**config.mk**
```make
export PLATFORM = sky130hd
export DESIGN_NAME = charlcd_sequencer
export DESIGN_NICKNAME = d
export VERILOG_FILES = /design/src/rtl/charlcd_pkg.sv /design/src/rtl/charlcd_init_rom.sv /design/src/rtl/charlcd_step_timer.sv /design/src/rtl/charlcd_sequencer.sv
export SDC_FILE = /design/constraint.sdc
export NUM_CORES = 1
export LEC_CHECK = 0
export CAP_MARGIN = 20
export CORE_MARGIN = 1
export CORE_UTILIZATION = 40
export DETAILED_ROUTE_END_ITERATION = 16
export DONT_BUFFER_PORTS = 1
export SETUP_SLACK_MARGIN = 0.5
export SYNTH_ARGS = -nofsm -noshare
export SYNTH_HDL_FRONTEND = slang
export SYNTH_SLANG_ARGS = --single-unit
```
**constraint.sdc**
```tcl
create_clock -name clk -period 6.3 [get_ports clk]
set_input_delay 1.26 -clock clk [delete_from_list [all_inputs] [get_ports clk]]
set_output_delay 1.26 -clock clk [all_outputs]
set_load 0.05 [all_outputs]
```
**src/rtl/charlcd_pkg.sv**
```systemverilog
// Package: command bytes, sequencer state type and the helpers that turn
// microsecond figures into clock cycles. Assumes CLK_HZ*us*margin fits in 64 bits.
package charlcd_pkg;

    localparam logic [7:0] CMD_FUNC_8B2L  = 8'h38;
    localparam logic [7:0] CMD_DISP_ON    = 8'h0C;
    localparam logic [7:0] CMD_ENTRY_INC  = 8'h06;
    localparam logic [7:0] CMD_CLEAR      = 8'h01;
    localparam logic [7:0] CMD_SET_ADDR   = 8'h80;

    localparam int SHORT_US = 37;
    localparam int LONG_US  = 1520;

    typedef enum logic [1:0] {
        ST_POWER = 2'd0,
        ST_INIT  = 2'd1,
        ST_RUN   = 2'd2
    } seq_st_t;

    // Cycles covering `us` microseconds scaled by margin_pct percent, rounded up.
    function automatic int scaled_cycles(longint clk_hz, longint us, longint margin_pct);
        return int'((clk_hz * us * margin_pct + 64'd99_999_999) / 64'd100_000_000);
    endfunction

    // Cycles covering `us` microseconds with no margin, at least one.
    function automatic int plain_cycles(longint clk_hz, longint us);
        longint c;
        c = (clk_hz * us + 64'd999_999) / 64'd1_000_000;
        return (c < 1) ? 1 : int'(c);
    endfunction

    // Display RAM address of the first column of a line.
    function automatic logic [6:0] line_base(int line);
        case (line)
            0:       return 7'h00;
            1:       return 7'h40;
            2:       return 7'h14;
            default: return 7'h54;
        endcase
    endfunction

endpackage

```
**src/rtl/charlcd_init_rom.sv**
```systemverilog
// Init program store: maps an initialization step number to its command byte
// and tells whether the step needs the long wait. Assumes step < FSET_REPEAT+3.
module charlcd_init_rom
    import charlcd_pkg::*;
#(
    parameter int FSET_REPEAT = 3,
    parameter int USE_CLEAR   = 1,
    parameter int K_W         = 3
) (
    input  logic [K_W-1:0] step,
    output logic [7:0]     code,
    output logic           long_wait
);

    logic [7:0] last_code;
    logic       last_long;

    // Final init command: slow clear or quick address reset.
    generate
        if (USE_CLEAR != 0) begin : g_clear
            assign last_code = CMD_CLEAR;
            assign last_long = 1'b1;
        end else begin : g_addr
            assign last_code = CMD_SET_ADDR;
            assign last_long = 1'b0;
        end
    endgenerate

    // Select the byte for the requested step.
    always_comb begin
        long_wait = 1'b0;
        if (int'(step) < FSET_REPEAT) begin
            code = CMD_FUNC_8B2L;
        end else if (int'(step) == FSET_REPEAT) begin
            code = CMD_DISP_ON;
        end else if (int'(step) == FSET_REPEAT + 1) begin
            code = CMD_ENTRY_INC;
        end else begin
            code      = last_code;
            long_wait = last_long;
        end
    end

endmodule

```
**src/rtl/charlcd_step_timer.sv**
```systemverilog
// Step timer: counts the cycles of one bus write step and shapes the enable
// strobe. A step is a bus cycle of SHORT_CYC followed by a wait of SHORT_CYC or
// LONG_CYC. E is high in phases 1..ceil(SHORT_CYC/2). Assumes SHORT_CYC >= 3.
module charlcd_step_timer #(
    parameter int SHORT_CYC = 56,
    parameter int LONG_CYC  = 2280
) (
    input  logic clk,
    input  logic rst_n,
    input  logic run,
    input  logic long_wait,
    output logic e_out,
    output logic step_end
);

    localparam int LEN_S   = 2 * SHORT_CYC;
    localparam int LEN_L   = SHORT_CYC + LONG_CYC;
    localparam int E_HI    = (SHORT_CYC + 1) / 2;
    localparam int PH_W    = $clog2(LEN_L + 1);

    logic [PH_W-1:0] ph;

    assign step_end = run && (ph == (long_wait ? PH_W'(LEN_L - 1) : PH_W'(LEN_S - 1)));

    // Advance the phase and register the strobe for the coming phase.
    always_ff @(posedge clk) begin
        if (!rst_n || !run) begin
            ph    <= '0;
            e_out <= 1'b0;
        end else if (step_end) begin
            ph    <= '0;
            e_out <= 1'b0;
        end else begin
            ph    <= ph + 1'b1;
            e_out <= (ph + 1'b1) <= PH_W'(E_HI);
        end
    end

endmodule

```
**src/rtl/charlcd_sequencer.sv**
```systemverilog
// Top: power-on wait, init program, then endless refresh of the display from a
// character buffer. Never reads the LCD; all pacing comes from fixed cycle
// counts. Assumes the buffer answers chr_addr combinationally.
module charlcd_sequencer
    import charlcd_pkg::*;
#(
    parameter int CLK_HZ      = 50_000_000,
    parameter int MARGIN_PCT  = 150,
    parameter int PWRON_US    = 40_000,
    parameter int FSET_REPEAT = 3,
    parameter int USE_CLEAR   = 1,
    parameter int LINES       = 2,
    parameter int COLS        = 16,
    parameter int CHR_AW      = $clog2(LINES * COLS)
) (
    input  logic              clk,
    input  logic              rst_n,
    output logic              lcd_rs,
    output logic              lcd_rw,
    output logic              lcd_e,
    output logic [7:0]        lcd_db,
    output logic [CHR_AW-1:0] chr_addr,
    input  logic [7:0]        chr_data,
    output logic              init_done
);

    localparam int SHORT_CYC = scaled_cycles(CLK_HZ, SHORT_US, MARGIN_PCT);
    localparam int LONG_CYC  = scaled_cycles(CLK_HZ, LONG_US, MARGIN_PCT);
    localparam int PWR_CYC   = plain_cycles(CLK_HZ, PWRON_US);
    localparam int E_HI_CYC  = (SHORT_CYC + 1) / 2;
    localparam int N_INIT    = FSET_REPEAT + 3;
    localparam int K_W       = $clog2(N_INIT);
    localparam int LINE_W    = (LINES > 1) ? $clog2(LINES) : 1;
    localparam int COL_W     = $clog2(COLS + 1);
    localparam int PWR_W     = $clog2(PWR_CYC + 1);

    seq_st_t           st;
    logic [PWR_W-1:0]  pwr_cnt;
    logic [K_W-1:0]    k, nxt_k;
    logic [LINE_W-1:0] line, nxt_line;
    logic [COL_W-1:0]  col, nxt_col;
    logic              nxt_run;
    logic [7:0]        init_code, nxt_byte;
    logic              init_long, nxt_rs, nxt_long;
    logic              long_q, run_q, step_end;
    int                chr_idx;

    assign lcd_rw = 1'b0;

    // Work out which step follows the current one.
    always_comb begin
        nxt_run  = 1'b0;
        nxt_k    = '0;
        nxt_line = '0;
        nxt_col  = '0;
        case (st)
            ST_INIT: begin
                if (k == K_W'(N_INIT - 1)) nxt_run = 1'b1;
                else                       nxt_k   = k + 1'b1;
            end
            ST_RUN: begin
                nxt_run = 1'b1;
                if (col == COL_W'(COLS)) begin
                    nxt_line = (line == LINE_W'(LINES - 1)) ? '0 : line + 1'b1;
                end else begin
                    nxt_line = line;
                    nxt_col  = col + 1'b1;
                end
            end
            default: ;
        endcase
    end

    charlcd_init_rom #(
        .FSET_REPEAT (FSET_REPEAT),
        .USE_CLEAR   (USE_CLEAR),
        .K_W         (K_W)
    ) u_rom (
        .step      (nxt_k),
        .code      (init_code),
        .long_wait (init_long)
    );

    // Build the byte, RS level and wait kind of the next step; drive the buffer index.
    always_comb begin
        chr_idx  = int'(nxt_line) * COLS + int'(nxt_col) - 1;
        chr_addr = '0;
        if (!nxt_run) begin
            nxt_byte = init_code;
            nxt_rs   = 1'b0;
            nxt_long = init_long;
        end else if (nxt_col == '0) begin
            nxt_byte = CMD_SET_ADDR | {1'b0, line_base(int'(nxt_line))};
            nxt_rs   = 1'b0;
            nxt_long = 1'b0;
        end else begin
            chr_addr = CHR_AW'(chr_idx);
            nxt_byte = chr_data;
            nxt_rs   = 1'b1;
            nxt_long = 1'b0;
        end
    end

    charlcd_step_timer #(
        .SHORT_CYC (SHORT_CYC),
        .LONG_CYC  (LONG_CYC)
    ) u_tmr (
        .clk       (clk),
        .rst_n     (rst_n),
        .run       (run_q),
        .long_wait (long_q),
        .e_out     (lcd_e),
        .step_end  (step_end)
    );

    // Sequence control: power-on count, then load each step's bus values.
    always_ff @(posedge clk) begin
        if (!rst_n) begin
            st        <= ST_POWER;
            pwr_cnt   <= '0;
            k         <= '0;
            line      <= '0;
            col       <= '0;
            lcd_rs    <= 1'b0;
            lcd_db    <= '0;
            long_q    <= 1'b0;
            run_q     <= 1'b0;
            init_done <= 1'b0;
        end else if (st == ST_POWER) begin
            if (pwr_cnt == PWR_W'(PWR_CYC - 1)) begin
                st     <= ST_INIT;
                run_q  <= 1'b1;
                lcd_rs <= nxt_rs;
                lcd_db <= nxt_byte;
                long_q <= nxt_long;
                k      <= nxt_k;
            end else begin
                pwr_cnt <= pwr_cnt + 1'b1;
            end
        end else if (step_end) begin
            lcd_rs <= nxt_rs;
            lcd_db <= nxt_byte;
            long_q <= nxt_long;
            k      <= nxt_k;
            line   <= nxt_line;
            col    <= nxt_col;
            if (nxt_run) begin
                st        <= ST_RUN;
                init_done <= 1'b1;
            end
        end
    end

    // Keep the cycle-count figure visible to the bound checker.
    localparam int CHK_E_MIN = E_HI_CYC;

endmodule

```
==> impl_metrics.csv, run 1 <==
group,metric,value,unit
clock_network,clockRootBuffer,"clkbuf_8",
die,die_y,94.2,um
synthesis,synth_edf_count,0,
synthesis,synth_cell_type_count,55,
synthesis,synth_seq_area_share,36.5,%
critical_path,endpoint_kind,"output port",
die,die_area,0.00887,sq mm
critical_path,path_buf_inv,1,
synthesis,synthAdderAreaFrac,5.01,%
clock_network,post_cts_resized,0,
critical_path,cp_slowest_stage_delay,670,ps
sta,rsz0062_at_grt,"no",
critical_path,worstReg2RegEnd,"lcd_db[4]$_SDFFE_PN0P_",
critical_path,cp.depth,12,
synthesis,synth_area,0.00340,sq mm
finish,nNetsFinal,421,
worst_hold_path,min_path_type,"reg -> reg",
detailed_routing,drt_pre_antenna_iters,4,
critical_path,crit_family,"simple AND/OR/NAND/NOR gates",
finish,post-route-util,44.3,%
critical_path,cp_max_fo,5,
clock_network,numCtsBuffers,9,
finish,drive_above_1_share,4.71,%
finish,instances_no_fill,508,
detailed_routing,totalWireLength,6510,um
critical_path,cp-endpoint,"chr_addr[4]",
global_route,grt_pass1_wl,11500,um
critical_path,cp.arrival,3260,ps
synthesis,synth.mux.area_fraction,1.51,%
critical_path,cp_slowest_cell,"nor2_1",
finish,fillCellCount,815,
die,fp.dieW,94.2,um
synthesis,synth-xor-area-share,10.3,%
placement,port_buffers,0,
global_route,use_met1,21.0,%
synthesis,post-synth-top-count-cell,"dfxtp_1",
synthesis,avgSynthCellArea,8.33,sq um
global_route,grtUsageMet3,3.64,%
sta,min_period,4520,ps
placement,placed_cells,492,
synthesis,ys.flop_type,"dfxtp_1",
global_route,first_global_vias,2541,
critical_path,r2r_setup_slack,3770,ps
outcome,status,"finished, final reports clean",
synthesis,netlist.top_cell.by_area,"dfxtp_1",
clock_network,cts.reportedPaths.clkPinSlew,70,ps
detailed_routing,wl_per_cell,12.8,um
synthesis,synth_top_family_by_area,"simple AND/OR/NAND/NOR gates",
critical_path,path_common_cell,"nor2_1",
clock_network,clk_latency,330,ps
power_and_ir_drop,totalPowerFinal,0.000784,W
synthesis,synth_top_area_share,36.5,%
detailed_routing,vias,2646,
synthesis,syn_nets,431,
power_and_ir_drop,leakage,1.29,nW
synthesis,ys.warnings.count,0,
die,start_util,41.3,%
sta,setup_violations,0,
sta,slew_viol_final,0,
synthesis,synth_common_cells,"62 x dfxtp_1, 39 x nor2_1, 32 x nand2_1, 25 x xnor2_1, 24 x nand3_1",
critical_path,path_class,"reg -> out",
synthesis,async_reset_ff_share,0,%
sta,fmax,221,MHz
global_route,grt_overflow,0,
clock_network,hold_buffers,0,
critical_path,critPathLaunchType,"flip-flop",
critical_path,reg2reg_depth,11,
synthesis,ys_ff_latch,62,
critical_path,r2r-start,"col[0]$_SDFFE_PN0P_",
clock_network,clock_sinks,62,
detailed_routing,via_per_inst,5.21,
die,num_io_pins,27,
clock_network,clockBufferDepth,2,
clock_network,cts_htree_levels,3,
placement,dpl_cell_area,0.00343,sq mm
sta,hold_viol,0,
power_and_ir_drop,vdd_ir_drop_max,0.0865,mV
detailed_routing,drc,0,
sta,timing.final.crit_share,71.8,%
global_route,grt_start_max_net_pins,50,
die,coreArea,0.00822,sq mm
sta,relSlewSlack,41.1,%
finish,syn2layout_area_growth,7.22,%
flow_run,max_cap_violations,0,
critical_path,crit_chain,"ha_1, nor2b_1, o21ai_0, a21boi_0, inv_1, ha_1, a21oi_1, nor2_1, nor2_1, xnor2_1, xnor2_1, nor2_1",
placement,dp_hpwl,4600,um
sta,fin_skew,6.05,ps
critical_path,cp-startpoint,"col[0]$_SDFFE_PN0P_",
clock_network,postCtsSetupBuffers,0,
global_route,grt.busiest_layer,"met2",
sta,worst_pin_slew,880,ps
clock_network,cts_tree,"yes",
critical_path,cp.required,5040,ps
finish,n_antenna_cell,0,
synthesis,synthCells,408,
global_route,grt_usage,16.4,%
synthesis,ys_top_cells_by_area,"dfxtp_1 37%, xnor2_1 6.4%, ha_1 4.4%, nor2_1 4.3%, xor2_1 3.9%",
sta,setup-tns-final,0,ps
die,core.rowCount,33,
synthesis,synth_compound_area_share,10.1,%
global_route,grt_use_met2,26.5,%
power_and_ir_drop,power_density,215,mW/mm^2
detailed_routing,drt_iter0_drc,143,
detailed_routing,ant_nets,0,
placement,place_congestion,0.765,
synthesis,synth-simple-area-share,31.8,%
finish,final_area,0.00364,sq mm
global_route,antenna_found_initial,0,
-- placed cells by master, fill, tap and decap left out, types with 2 or more instances in the layout --
master,n
xnor2_1,25
nand2_1,32
nor3b_1,2
a31oi_1,5
nand4b_1,2
nor2b_1,20
and2_1,20
o21ai_0,18
nor4bb_1,2
nand2b_1,4
a21boi_0,5
bufinv_16,2
nor4_1,6
o21a_1,2
inv_1,15
and3b_1,3
clkinv_2,2
or3_1,2
dfxtp_1,62
and4_1,2
a21boi_1,2
nor2_1,39
nand3_1,24
a21oi_1,7
nor3_1,8
clkbuf_1,2
xor2_1,15
a21o_1,2
o2bb2ai_1,2
clkbuf_8,10
and3_1,8
mux2i_1,4
nand4_1,16
ha_1,12
-- power by group --
| part | switching [W] | total, W | internal (W) |
|---|---|---|---|
| clock network | 0.000150 | 0.000382 | 0.000233 |
| logic | 0.00000310 | 0.00000707 | 0.00000397 |
| registers | 0.00000159 | 0.000395 | 0.000394 |
-- cells by family (layout without fill, tap and decap cells) --
group                    count (synthesis)  in the layout
AO/OA/AOI/OAI                           53             53
XOR/XNOR                                40             40
adder cells (fa/ha/maj)                 13             13
buffers and inverters                   36             31
flip-flops                              62             62
multiplexers                             5              5
other                                    1              1
AND/OR/NAND/NOR                        198            198
-- metal layers --
| layer | vias to the layer above | routed length, um |
|---|---|---|
| met5 | - | 0 |
| met2 | 38 | 2980 |
| met4 | 0 | 112 |
| li1 | 1382 | - |
| met1 | 1215 | 3230 |
| met3 | 11 | 193 |
-- cell type report --
cell class | count | area, sq um | area share [%]
Multi-Input combinational cell | 310 | 2000 | 54.9
Clock buffer | 12 | 145 | 3.98
Clock inverter | 4 | 70.1 | 1.92
Sequential cell | 62 | 1240 | 34.1
Tap cell | 105 | 131 | 3.61
Inverter | 15 | 56.3 | 1.55
-- registers in the layout, indices dropped and copies added, names as in the netlist --
signal / cells
pwr_cnt: 21
lcd_rs: 1
col: 5
u_tmr.e_out: 1
lcd_db: 8
run_q: 1
st: 2
init_done: 1
u_tmr.ph: 17
long_q: 1
line: 1
k: 3
-- worst reg2reg max path, stage by stage, from the launching register on --
cell      delay (ps)
dfxtp_1          390
ha_1             220
nor2b_1          130
o21ai_0           80
a21boi_0         480
inv_1            130
ha_1             220
nand2_1           70
a21oi_1           70
nor2_1           380
nand2_1          110
a31oi_1          160
-- stage by stage --
stage | setup slack, ps | hold WS, ps
2_1_floorplan | 2360 | 450
3_3_place_gp | 2230 | 467
3_5_place_dp | 2080 | 479
4_1_cts | 1710 | 489
5_1_grt | 1430 | 542
6_report | 1780 | 479
-- worst min-delay path by stage --
stage,from,endpoint,slack (ps),cells after the start
after floorplan,long_q$_SDFFE_PN0P_,long_q$_SDFFE_PN0P_,450,2
after global placement,long_q$_SDFFE_PN0P_,long_q$_SDFFE_PN0P_,470,2
after detailed placement,long_q$_SDFFE_PN0P_,long_q$_SDFFE_PN0P_,480,2
after CTS,long_q$_SDFFE_PN0P_,long_q$_SDFFE_PN0P_,490,2
after global routing,run_q$_SDFFE_PN0P_,run_q$_SDFFE_PN0P_,540,2
final,long_q$_SDFFE_PN0P_,long_q$_SDFFE_PN0P_,480,2
(Power assumes the default switching activity.)
==> inputs of run 2 (changes only) <==
clock period = 4.7 ns   (was 6.3 ns; I/O delays follow)
==> run 2 against run 1 <==
Net effect: sequential power is 34% higher; setup slack worse by 1000 ps; sequential cell count stayed put; sequential share of layout area is 0.18 points higher; non-clock buffer count up 1; core utilization down 0.23 points; worst hold slack gained 7.5 ps; critical path type unchanged; die area unchanged; largest power group unchanged; clock skew up 2.5 ps; clock power grew 18%; cell count grew 0.20%; power grew 26%.
==> impl_metrics.csv, run 2 (synthesis results as in run 1) <==
group,metric,value,unit
outcome,status,"finished, final reports clean",
worst_hold_path,min_path_type,"reg -> reg",
finish,n_antenna_cell,0,
power_and_ir_drop,vdd_ir_drop_max,0.254,mV
worst_hold_path,worstHoldPathCells,2,
power_and_ir_drop,seqPwrFrac,53.5,%
critical_path,cp.arrival,3000,ps
detailed_routing,totalWireLength,6690,um
global_route,grt_pass1_wl,11600,um
critical_path,cp_max_fo,5,
power_and_ir_drop,power_switching,0.000216,W
global_route,first_global_vias,2566,
flow_run,max_cap_violations,0,
finish,final_common_cell,"dfxtp_1",
sta,worst_pin_slew,884,ps
clock_network,cts.reportedPaths.clkPinSlew,70,ps
finish,largest_reg_flops,21,
detailed_routing,drt_pre_antenna_iters,4,
finish,nNetsFinal,422,
power_and_ir_drop,p_sw_share,21.8,%
clock_network,hold_buffers,0,
global_route,grt_overflow,0,
placement,place_congestion,0.841,
clock_network,cts_tree,"yes",
die,coreArea,0.00822,sq mm
sta,slew_viol_final,0,
die,die_area,0.00887,sq mm
detailed_routing,drc,0,
placement,port_buffers,0,
sta,relSlewSlack,40.8,%
global_route,antenna_found_initial,0,
power_and_ir_drop,power.internal,0.000773,W
critical_path,crit_chain,"inv_1, ha_1, nor4bb_1, nor3b_1, ha_1, inv_1, fa_1, xnor2_1, nor2_1",
finish,drive_above_1_share,5.45,%
power_and_ir_drop,p_clk_share,45.5,%
power_and_ir_drop,leakage,1.28,nW
clock_network,cts_htree_levels,3,
critical_path,cp_slowest_cell,"nor2_1",
clock_network,numCtsBuffers,9,
critical_path,path_class,"reg -> out",
sta,setup-tns-final,0,ps
sta,min_period,3940,ps
sta,setup_violations,0,
clock_network,clock_sinks,62,
placement,dp_hpwl,4590,um
power_and_ir_drop,power_density,273,mW/mm^2
sta,rsz0062_at_grt,"no",
sta,fmax,254,MHz
global_route,grt_usage,16.7,%
clock_network,post_cts_resized,0,
die,num_io_pins,27,
sta,fin_skew,8.58,ps
sta,hold_viol,0,
clock_network,clockRootBuffer,"clkbuf_8",
power_and_ir_drop,p_comb_share,1.0,%
detailed_routing,vias,2676,
die,core.rowCount,33,
finish,largest_register,"pwr_cnt",
die,fp.dieW,94.2,um
finish,syn2layout_area_growth,6.67,%
global_route,grt_start_max_net_pins,50,
critical_path,reg2reg_depth,11,
detailed_routing,via_per_inst,5.26,
finish,final_cell_mix,"62 x dfxtp_1, 39 x nor2_1, 32 x nand2_1",
critical_path,critPathLaunchType,"flip-flop",
clock_network,clockBufferDepth,2,
die,die_y,94.2,um
clock_network,clk_latency,340,ps
finish,reg_top3,"pwr_cnt x21, u_tmr.ph x17, lcd_db x8",
critical_path,cp.required,3760,ps
detailed_routing,ant_nets,0,
clock_network,postCtsSetupBuffers,0,
die,start_util,41.3,%
finish,post-route-util,44.1,%
critical_path,cp_slowest_stage_delay,670,ps
critical_path,endpoint_kind,"output port",
sta,timing.final.crit_share,83.9,%
detailed_routing,drt_iter0_drc,117,
detailed_routing,wl_per_cell,13.1,um
-- run 2: metrics by stage --
step | setup slack (ps) | instances | power (W) | area (sq um) | hold WS (ps)
detailed placement | 1080 | 493 | 0.000551 | 3430 | 482
global route | 528 | 509 | 0.00104 | 3620 | 531
floorplan | 1080 | 408 | 0.000554 | 3400 | 450
finish | 758 | 509 | 0.000989 | 3620 | 487
CTS | 692 | 509 | 0.00101 | 3620 | 495
global placement | 1170 | 493 | 0.000551 | 3430 | 468
-- run 2: critical path: cells and delay by family, from the launching register on --
family / cells / cell delay [ps]
AND/OR/NAND/NOR: 3 / 1220
buffers and inverters: 2 / 120
flip-flops: 1 / 390
adder cells (fa/ha/maj): 3 / 820
XOR/XNOR: 1 / 130
-- run 2: layer usage --
metal / wire length (um) / up-vias / track usage, %
met3: 263 / 9 / 5.83
met2: 3120 / 35 / 28.4
met4: 65 / 0 / 5.13
li1: - / 1383 / -
met1: 3240 / 1249 / 19.6
met5: 0 / - / 0
-- run 2: layout make-up --
cell class / count / area, sq um
multi-input cells: 310 / 2000
fillers: 843 / 4590
clock inverters: 7 / 65.1
flip-flops and latches: 62 / 1240
clock buffers: 9 / 124
well taps: 105 / 131
repair buffers: 1 / 7.51
inverters: 15 / 56.3
-- run 2: power by group through the flow --
stage	Clock [W]	Combinational, W	Sequential, W
2_1_floorplan	0	0.0000133	0.000541
3_3_place_gp	0	0.00000941	0.000541
3_5_place_dp	0	0.00000968	0.000541
4_1_cts	0.000468	0.00000972	0.000529
5_1_grt	0.000495	0.0000109	0.000529
6_report	0.000450	0.00000956	0.000529
-- run 2: final timing paths --
| check | from | end | slack, ps |
|---|---|---|---|
| hold reg to reg | run_q$_SDFFE_PN0P_ | run_q$_SDFFE_PN0P_ | 490 |
| setup reg to reg | col[0]$_SDFFE_PN0P_ | lcd_db[3]$_SDFFE_PN0P_ | 2210 |
| setup / recovery | col[0]$_SDFFE_PN0P_ | chr_addr[3] | 760 |
| hold / removal | run_q$_SDFFE_PN0P_ | run_q$_SDFFE_PN0P_ | 490 |
